===== src/rtl/irq_status_unit.sv =====
module irq_status_unit #(
  parameter int W = 8
) (
  input  logic         clk,
  input  logic         rst_n,
  input  logic [W-3:0] ev_pulse,
  input  logic         conv_err_active,
  input  logic         rx_err_active,
  input  logic [W-1:0] conv_err_cause,
  input  logic [W-1:0] rx_err_cause,
  input  logic [2:0]   host_sel,
  input  logic         host_rd,
  input  logic         host_wr,
  input  logic [W-1:0] host_wdata,
  output logic [W-1:0] host_rdata,
  input  logic         zero_left,
  output logic         irq,
  output logic         pin_out
);
  localparam int NEV = W - 2;
  localparam logic [2:0] A_STAT = 3'd0;
  localparam logic [2:0] A_MASK = 3'd1;
  localparam logic [2:0] A_CTRL = 3'd2;
  localparam logic [2:0] A_CERR = 3'd3;
  localparam logic [2:0] A_RERR = 3'd4;

  logic [W-1:0]   status, mask;
  logic           ctrl;
  logic [1:0]     st_seen, er_seen, st_seen_n, er_seen_n, sum_n;
  logic [NEV-1:0] gen_n;

  wire       stat_rd = host_rd && (host_sel == A_STAT);
  wire [1:0] err_rd  = {host_rd && (host_sel == A_RERR), host_rd && (host_sel == A_CERR)};
  wire [1:0] err_act = {rx_err_active, conv_err_active};

  for (genvar i = 0; i < 2; i++) begin : g_sum
    assign st_seen_n[i] = st_seen[i] | (stat_rd   & status[i]);
    assign er_seen_n[i] = er_seen[i] | (err_rd[i] & status[i]);
    assign sum_n[i]     = err_act[i] | (status[i] & ~(st_seen_n[i] & er_seen_n[i]));
  end

  assign gen_n = ev_pulse | (status[W-1:2] & ~{NEV{stat_rd}});

  always_ff @(posedge clk or negedge rst_n) begin
    if (!rst_n) begin
      status  <= '0;
      mask    <= '0;
      ctrl    <= 1'b0;
      st_seen <= '0;
      er_seen <= '0;
    end else begin
      status  <= {gen_n, sum_n};
      st_seen <= st_seen_n & sum_n;
      er_seen <= er_seen_n & sum_n;
      if (host_wr && host_sel == A_MASK) mask <= host_wdata;
      if (host_wr && host_sel == A_CTRL) ctrl <= host_wdata[0];
    end
  end

  always_comb begin
    case (host_sel)
      A_STAT:  host_rdata = status;
      A_MASK:  host_rdata = mask;
      A_CTRL:  host_rdata = {{(W-1){1'b0}}, ctrl};
      A_CERR:  host_rdata = conv_err_cause;
      A_RERR:  host_rdata = rx_err_cause;
      default: host_rdata = '0;
    endcase
  end

  assign irq     = |(status & mask);
  assign pin_out = ctrl ? irq : zero_left;
endmodule


===== config.mk =====
export PLATFORM = sky130hd
export DESIGN_NAME = irq_status_unit
export DESIGN_NICKNAME = d
export VERILOG_FILES = /design/src/rtl/irq_status_unit.sv
export SDC_FILE = /design/constraint.sdc
export NUM_CORES = 1
export LEC_CHECK = 0
export ABC_AREA = 1
export BUFFER_PORTS_ARGS = -buffer_cell sky130_fd_sc_hd__buf_2
export CORE_AREA = 2 2 54 56
export DETAILED_ROUTE_END_ITERATION = 8
export DIE_AREA = 0 0 56 58
export GPL_ROUTABILITY_DRIVEN = 0
export GPL_TIMING_DRIVEN = 0
export PLACE_DENSITY = 0.73
export SLEW_MARGIN = 20
export SYNTH_ARGS = -nofsm -noshare
export SYNTH_HDL_FRONTEND = slang
export SYNTH_SLANG_ARGS = --single-unit

===== constraint.sdc =====
create_clock -name clk -period 1.3 [get_ports clk]
set_clock_uncertainty 0.1 [all_clocks]
set_input_delay 0.13 -clock clk [delete_from_list [all_inputs] [get_ports clk]]
set_output_delay 0.13 -clock clk [all_outputs]
set_load 0.1 [all_outputs]

### After elaboration in Yosys (flattened, before gate mapping)

Index checks and enable logic that the tools add are counted.

* input port bits: 40
* word-level logic and storage cells: 40
* output and inout bits: 10
* bits in registers: 21

* reduce and logical (&&, ||, !) cells: 7
* eq/ne operators: 4
* muxes and demuxes: 2
* bitwise gates (word level): 22

Operator list (count)
* one-hot mux 8 bit (5 select lines): 1
* AND 1 bit: 8
* AND 8 bit: 1
* OR reduction 8 bit: 1
* AND 6 bit: 1
* == test 3 x 2 -> 1 bit (second input constant): 2
* inverter 6 bit: 1
* bitwise OR 1 bit: 6
* bitwise OR 6 bit: 1
* logical AND 1 bit: 5
* AND 2 bit: 2
* == test 3 x 1 -> 1 bit (second input constant): 1
* == test 3 bit (second input constant): 1
* logical NOT 3 bit: 1
* inverter 1 bit: 2
* two-way mux 1 bit: 1

### Depth between registers and ports, before layout

Gate-level depths: netlist (run 1).

* depth after elaboration: 9
* mapped depth: 7
* depth with buffers taken out: 7

### Worst setup path after synthesis (run 1)

No wires, ideal clock.

* path type: register to output
* start: register status[0]
* end: output port pin_out
* path slack: -970 ps
* path buffers: 0
* data required time: 1070 ps
* stages on the path, launching flop included: 7
* arrival: 2040 ps
* path through: dfrtp_1 inv_1 o21ai_0 nor2_1 nand2_1 nand2_1 nand2_1

* word-level cells in the longest chain between the ends: 3

Ends and longest elaborated chain
* start, declared: RTL line 27 `logic [W-1:0] status, mask;`
* start signal, assigned: RTL line 52 `status <= {gen_n, sum_n};`
* AND 8 bit: RTL line 71 `assign irq = |(status & mask);`
* OR reduction 8 bit: RTL line 71
* net irq: RTL line 17 `output logic irq,`
* two-way mux 1 bit: RTL line 72 `assign pin_out = ctrl ? irq : zero_left;`
* end, declared: RTL line 18 `output logic pin_out`

The timed path passes the listed nets, and every way through them passes these cells.

### Worst setup path after layout (run 1)

* start: register mask[6]
* end: output port pin_out

* word-level cells in the longest chain between the ends: 3

Ends and longest elaborated chain
* start, declared: RTL line 27
* start signal, assigned: RTL line 55 `if (host_wr && host_sel == A_MASK) mask <= host_wdata;`
* AND 8 bit: RTL line 71
* OR reduction 8 bit: RTL line 71
* two-way mux 1 bit: RTL line 72

Every way passes these cells.

==> results.py, run 1 <==
metrics = {
    "placement": {
        "dp_hpwl_um": 2450,
        "io_buffer_count": 48,
        "post-place-ws_ps": -341,
        "dp_cells": 238,
    },
    "timing": {
        "finalWorstSetupSlack_ps": -396,
        "setup_viol": 10,
        "period_minus_slack_ps": 1700,
        "relSlewSlack_pct": 68.6,
        "clock.fmax_mhz": 589,
        "fin_tns_setup_ps": -1880,
        "hold_viol": 0,
        "rsz0062_at_grt": "yes",
        "hold_ws_ps": 89.4,
        "period_share_pct": 130,
        "worst_pin_slew_ps": 470,
        "maxSlewViolCount": 0,
    },
    "global_route": {
        "antenna_found_initial": 0,
        "grt_busiest_layer": "met2",
        "grt_pass1_wl_um": 5970,
        "grt_max_degree": 22,
        "first_global_vias": 1374,
        "grt_overflow_total": 0,
        "track_usage_pct": 23.6,
        "grtUsageMet1_pct": 26.8,
        "met3_usage_pct": 5.80,
        "use_met2_pct": 42.4,
    },
    "drt": {
        "final_antenna_net_count": 0,
        "drc_errors": 0,
        "wl_per_cell_um": 13.8,
        "via_count": 1406,
        "drt_first_pass_iters": 4,
        "detail_route.iter0.violations": 22,
        "drt_wl_total_um": 3780,
        "via_per_inst": 5.15,
    },
    "outcome": {
        "status": "complete, but fails checks",
        "failed_checks": "negative setup slack",
    },
    "synth": {
        "syn_inst": 159,
        "yosys_warnings": 0,
        "synth.cell_area_mm2": 0.00118,
        "ys_ff_latch": 21,
        "postSynthAreaPerCell_um2": 7.44,
        "seq_area_frac_synth_pct": 44.4,
        "synthesis.nets": 199,
        "synth_cell_types": 22,
    },
    "cts": {
        "cts_num_sinks": 21,
        "clock_latency_ps": 310,
        "cts_buffer_depth": 2,
        "clk_pin_slew_ps": 120,
        "numCtsBuffers": 3,
        "cts_tree": "built",
        "cts_max_level": 1,
        "clock-root-buffer": "clkbuf_4",
    },
    "layout": {
        "finalNetCount": 283,
        "diodes": 0,
        "syn2layout_area_growth_pct": 76.1,
        "final_cells": 273,
        "final_layout_size_suffix_gt1_share_pct": 40.5,
    },
    "run": {
        "cap_violations": 0,
    },
    "power_and_ir_drop": {
        "ir_drop_mv": 1.16,
        "finalPower_mw": 2.36,
        "power.leakage_nw": 1.11,
        "power_density_mw_per_mm2": 1130,
    },
    "die": {
        "dieArea_mm2": 0.00325,
        "design.core.area_mm2": 0.00266,
        "rows": 19,
        "die_width_um": 56,
        "io_pins": 50,
        "die_h_um": 58,
        "initial_core_util_pct": 44.5,
    },
    "setup_path": {
        "cp-end-kind": "primary output",
        "arrival_ps": 1470,
        "path_max_fanout": 2,
        "required_ps": 1070,
        "path_class": "reg -> out",
        "critPathLaunchType": "flip-flop",
    },
    "hold_path": {
        "worstHoldPathType": "in -> reg",
    },
}
-- power breakdown --
group          internal (mW)  switching, mW  total (mW)
clock                  0.115          0.208       0.323
sequential             0.790         0.0928       0.883
combinational          0.462          0.689        1.15
-- cell usage after synthesis --
library cell  number  share of area [%]
nand2_1           55                 17
inv_1             26                8.2
dfrtp_1           21                 44
nand3_1           16                6.8
nand4_1            6                3.2
o2111ai_1          6                4.4
o21bai_1           6                3.8
a21oi_1            4                1.7
nor2_1             3               0.95
a22o_1             2                1.5
nor2_2             2                1.1
o21ai_0            2               0.85
buf_2              1               0.42
buf_4              1               0.63
buf_6              1               0.95
clkbuf_1           1               0.32
inv_2              1               0.32
nand2_2            1               0.53
nand3b_1           1               0.63
nor2_4             1               0.95
o21ai_1            1               0.42
o22ai_1            1               0.53
-- flip-flops by register name (all words and copies together), names as in the netlist --
| name | flops |
|---|---|
| ctrl | 1 |
| er_seen | 2 |
| mask | 8 |
| st_seen | 2 |
| status | 8 |
-- final timing paths --
check                             from         end  slack [ps]  cells past startpoint
max in group asynchronous        rst_n   status[1]         560                      2
min in group asynchronous        rst_n     mask[6]         200                      2
min reg2reg                    mask[7]     mask[7]         430                      2
min                        host_sel[1]        ctrl          90                      3
max                            mask[6]     pin_out        -400                      6
max reg2reg                  status[0]  st_seen[0]          90                      8
-- layout by cell type, fill, tap and decap left out, types with 3 or more instances in the layout --
cell | Yosys | final
inv_2 | 1 | 6
nand2_4 | 0 | 5
buf_2 | 1 | 39
o21bai_1 | 6 | 6
dfrtp_1 | 21 | 20
nand3_1 | 16 | 15
a21oi_1 | 4 | 3
buf_12 | 0 | 9
dlygate4sd3_1 | 0 | 17
inv_1 | 26 | 20
clkbuf_4 | 0 | 3
nand2_1 | 55 | 49
o2111ai_4 | 0 | 6
nor2_2 | 2 | 3
buf_6 | 1 | 3
buf_4 | 1 | 14
nand4_1 | 6 | 6
-- cells by family after synthesis --
group,after synthesis,synth area share (%)
buffers and inverters,31,10.9
AND/OR/NAND/NOR,85,31.5
AO/OA/AOI/OAI,22,13.2
flip-flops,21,44.4
-- per-stage QoR --
step           instance area (µm²)  util (%)
6_report                      2080      78.3
2_1_floorplan                 1260         -
3_5_place_dp                  1540      57.8
5_1_grt                       2080      78.3
3_3_place_gp                  1540      57.8
4_1_cts                       1900      71.4
-- critical path: stages (launching register included) --
cell and delay [ps]:
dfrtp_1 400, a22o_1 260, nor2_2 140, nand2_4 80, nand2_4 70, nand2_4 50
buf_12 160
-- layout make-up --
class	count	area, µm²
Multi-Input combinational cell	107	699
Timing Repair Buffer	79	657
Fill cell	173	578
Sequential cell	21	527
Inverter	27	104
Tap cell	31	38.8
Buffer	4	31.3
Clock buffer	3	22.5
Clock inverter	1	5.00
-- routing by layer --
layer | vias up | wire length, µm | share of wire (%)
met5 | - | 0 | 0
li1 | 683 | - | -
met4 | 0 | 85 | 2.3
met3 | 10 | 164 | 4.3
met1 | 675 | 1570 | 42
met2 | 38 | 1950 | 52
-- repair_timing --
action / in CTS / in global routing
endpoints found under the setup margin: 10 / 10
hold buffers: 17 / 0
gates resized for setup: 43 / 19
setup buffers: 3 / 11
endpoints found under the hold margin: 40 / 0
pin swaps: 9 / 4
Note: power is estimated with default switching activity, not from simulation.
==> run 2: changes to the inputs <==
--- a/config.mk
+++ b/config.mk
@@ -7,13 +7,15 @@
 export LEC_CHECK = 0
 export ABC_AREA = 1
 export BUFFER_PORTS_ARGS = -buffer_cell sky130_fd_sc_hd__buf_2
-export CORE_AREA = 2 2 54 56
+export CORE_AREA = 2 2 52 54
+export CTS_CLUSTER_SIZE = 30
 export DETAILED_ROUTE_END_ITERATION = 8
-export DIE_AREA = 0 0 56 58
+export DIE_AREA = 0 0 54 56
 export GPL_ROUTABILITY_DRIVEN = 0
 export GPL_TIMING_DRIVEN = 0
-export PLACE_DENSITY = 0.73
+export PLACE_DENSITY = 0.79
 export SLEW_MARGIN = 20
 export SYNTH_ARGS = -nofsm -noshare
 export SYNTH_HDL_FRONTEND = slang
 export SYNTH_SLANG_ARGS = --single-unit
+export TNS_END_PERCENT = 100
==> constraint.sdc (replaced) <==
create_clock -name clk -period 2 [get_ports clk]
set_clock_uncertainty 0.1 [all_clocks]
set_input_delay 0.2 -clock clk [delete_from_list [all_inputs] [get_ports clk]]
set_output_delay 0.2 -clock clk [all_outputs]
set_load 0.1 [all_outputs]
==> run 2 against run 1 <==
Effect of this change:
- global-route usage down 0.45 points
- sequential power down 36%
- the run now ends clean
- core utilization down 13 points
==> results.py, run 2 (synthesis gave the netlist of run 1 again) <==
metrics = {
    "timing": {
        "hold_ws_ps": 6.79,
        "hold_viol": 0,
        "setup_viol": 0,
        "rsz0062_at_grt": "no",
        "period_minus_slack_ps": 1880,
        "maxSlewViolCount": 0,
        "clock.fmax_mhz": 533,
        "relSlewSlack_pct": 67.8,
        "worst_pin_slew_ps": 487,
        "period_share_pct": 93.8,
    },
    "setup_path": {
        "arrival_ps": 1580,
        "crit_chain": "buf_2, nor2_2, nand2_1, o22ai_1, inv_1, nand4_1, buf_2",
        "slowest_delay_ps": 430,
        "cp-end-kind": "primary output",
        "required_ps": 1700,
        "crit_top_cell": "buf_2",
        "critPathLaunchType": "input port",
        "cp_slowest_cell": "buf_2",
        "path_class": "in -> out",
        "path_max_fanout": 8,
    },
    "layout": {
        "final_cell_mix": "53 x nand2_1, 48 x buf_2, 26 x inv_1",
        "finalNetCount": 262,
        "ff_latch_area_um2": 526,
        "design_area_mm2": 0.00160,
        "final_layout_size_suffix_gt1_share_pct": 28.1,
        "syn2layout_area_growth_pct": 34.9,
        "diodes": 0,
        "reg_top3": "mask x8, status x8",
        "multi_input_comb_area_um2": 534,
        "fillers": 223,
        "final_common_cell": "nand2_1",
    },
    "die": {
        "design.core.area_mm2": 0.00243,
        "rows": 18,
        "io_pins": 50,
        "initial_core_util_pct": 48.7,
        "die_width_um": 54,
        "dieArea_mm2": 0.00302,
        "die_h_um": 56,
    },
    "power_and_ir_drop": {
        "p_int_mw": 0.746,
        "p_seq_share_pct": 43.3,
        "power_frac_clock_pct": 16.0,
        "switching_share_pct": 43.0,
        "ir_drop_mv": 0.489,
        "p_switching_mw": 0.563,
        "power_density_mw_per_mm2": 820,
        "finalPower_mw": 1.31,
        "power_frac_comb_pct": 40.7,
        "power.leakage_nw": 0.914,
    },
    "placement": {
        "dp_hpwl_um": 2260,
        "io_buffer_count": 48,
        "placed_cell_area_mm2": 0.00147,
    },
    "global_route": {
        "antenna_found_initial": 0,
        "grt_max_degree": 22,
        "grt_overflow_total": 0,
        "track_usage_pct": 23.2,
        "grt_pass1_wl_um": 5200,
        "first_global_vias": 1233,
    },
    "drt": {
        "detail_route.iter0.violations": 49,
        "drt_first_pass_iters": 4,
        "wl_per_cell_um": 12.0,
        "via_per_inst": 5.08,
        "drc_errors": 0,
        "via_count": 1274,
        "drt_wl_total_um": 3020,
        "final_antenna_net_count": 0,
    },
    "hold_path": {
        "worstHoldPathType": "in -> reg",
    },
    "cts": {
        "clock-root-buffer": "clkbuf_4",
        "clk_pin_slew_ps": 120,
        "numCtsBuffers": 3,
        "cts_tree": "built",
        "cts_max_level": 1,
        "cts_num_sinks": 21,
        "cts_buffer_depth": 2,
        "post_cts_buffers": 0,
        "clock_latency_ps": 310,
    },
    "outcome": {
        "status": "finished clean",
    },
    "run": {
        "cap_violations": 0,
    },
}
[run 2: cell count changes in the layout (fill, tap and decap cells not counted), moves of 2 or more]
| cell | change |
|---|---|
| inv_1 | +6 |
| nand2_1 | +4 |
| nand2_4 | -5 |
| o2111ai_4 | -6 |
| buf_6 | -2 |
| inv_2 | -5 |
| dlygate4sd3_1 | -7 |
| buf_4 | -13 |
| buf_12 | -9 |
| buf_2 | +9 |
| nor2_1 | +2 |
| o2111ai_1 | +6 |
[run 2: path summary, 6_finish.rpt]
check,from,endpoint,slack [ps],cells past startpoint
worst max-delay path,host_sel[1],host_rdata[0],120,7
worst min-delay path,host_wdata[2],mask[2],7,3
worst max register to register,status[1],er_seen[1],870,6
worst min register to register,mask[0],mask[0],410,2
max in group asynchronous,rst_n,er_seen[1],1210,2
min in group asynchronous,rst_n,status[3],260,2
[run 2: what timing repair did]
item / in CTS / in global routing
resized for setup: 0 / 1
endpoints found under the setup margin: 0 / 1
hold endpoints to repair: 30 / 0
hold buffers: 10 / 0
[run 2: per-layer routing]
metal  global-route usage [%]  vias to the layer above  part of all wire (%)
li1                         -                      642                     -
met1                     30.2                      582                    44
met2                     36.9                       43                    49
met3                     3.23                        7                   5.2
met4                     11.1                        0                   2.3
met5                        0                        -                     0
[run 2: cell type report]
type	instances	share of cell area [%]
buffer	4	1.72
inverter	27	6.35
timing repair buffer	58	21.5
multi-input combinational	107	33.5
clock inverter	1	0.313
sequential	21	32.9
tap	30	2.35
clock buffer	3	1.41
[run 2: power by group through the flow]
stage | clock [mW] | sequential, mW | combinational, mW
final | 0.209 | 0.567 | 0.533
after CTS | 0.219 | 0.565 | 0.534
after global placement | 0 | 0.572 | 0.503
after floorplan | 0 | 0.559 | 0.414
after global routing | 0.236 | 0.583 | 0.596
after detailed placement | 0 | 0.574 | 0.518
[run 2: through the flow]
step	worst slack [ps]	setup TNS [ps]	util [%]	std cells
detailed placement	151	0	60.3	237
global route	30.2	0	65.6	251
global placement	178	0	60.3	237
CTS	62.4	0	65.5	251
finish	125	0	65.6	251
floorplan	-398	-2390	-	159
[run 2: critical path: cells and delay by family]
kind                   cells  cell delay (ps)
AO/OA/AOI/OAI              1              240
AND/OR/NAND/NOR            3              520
buffers and inverters      3              620
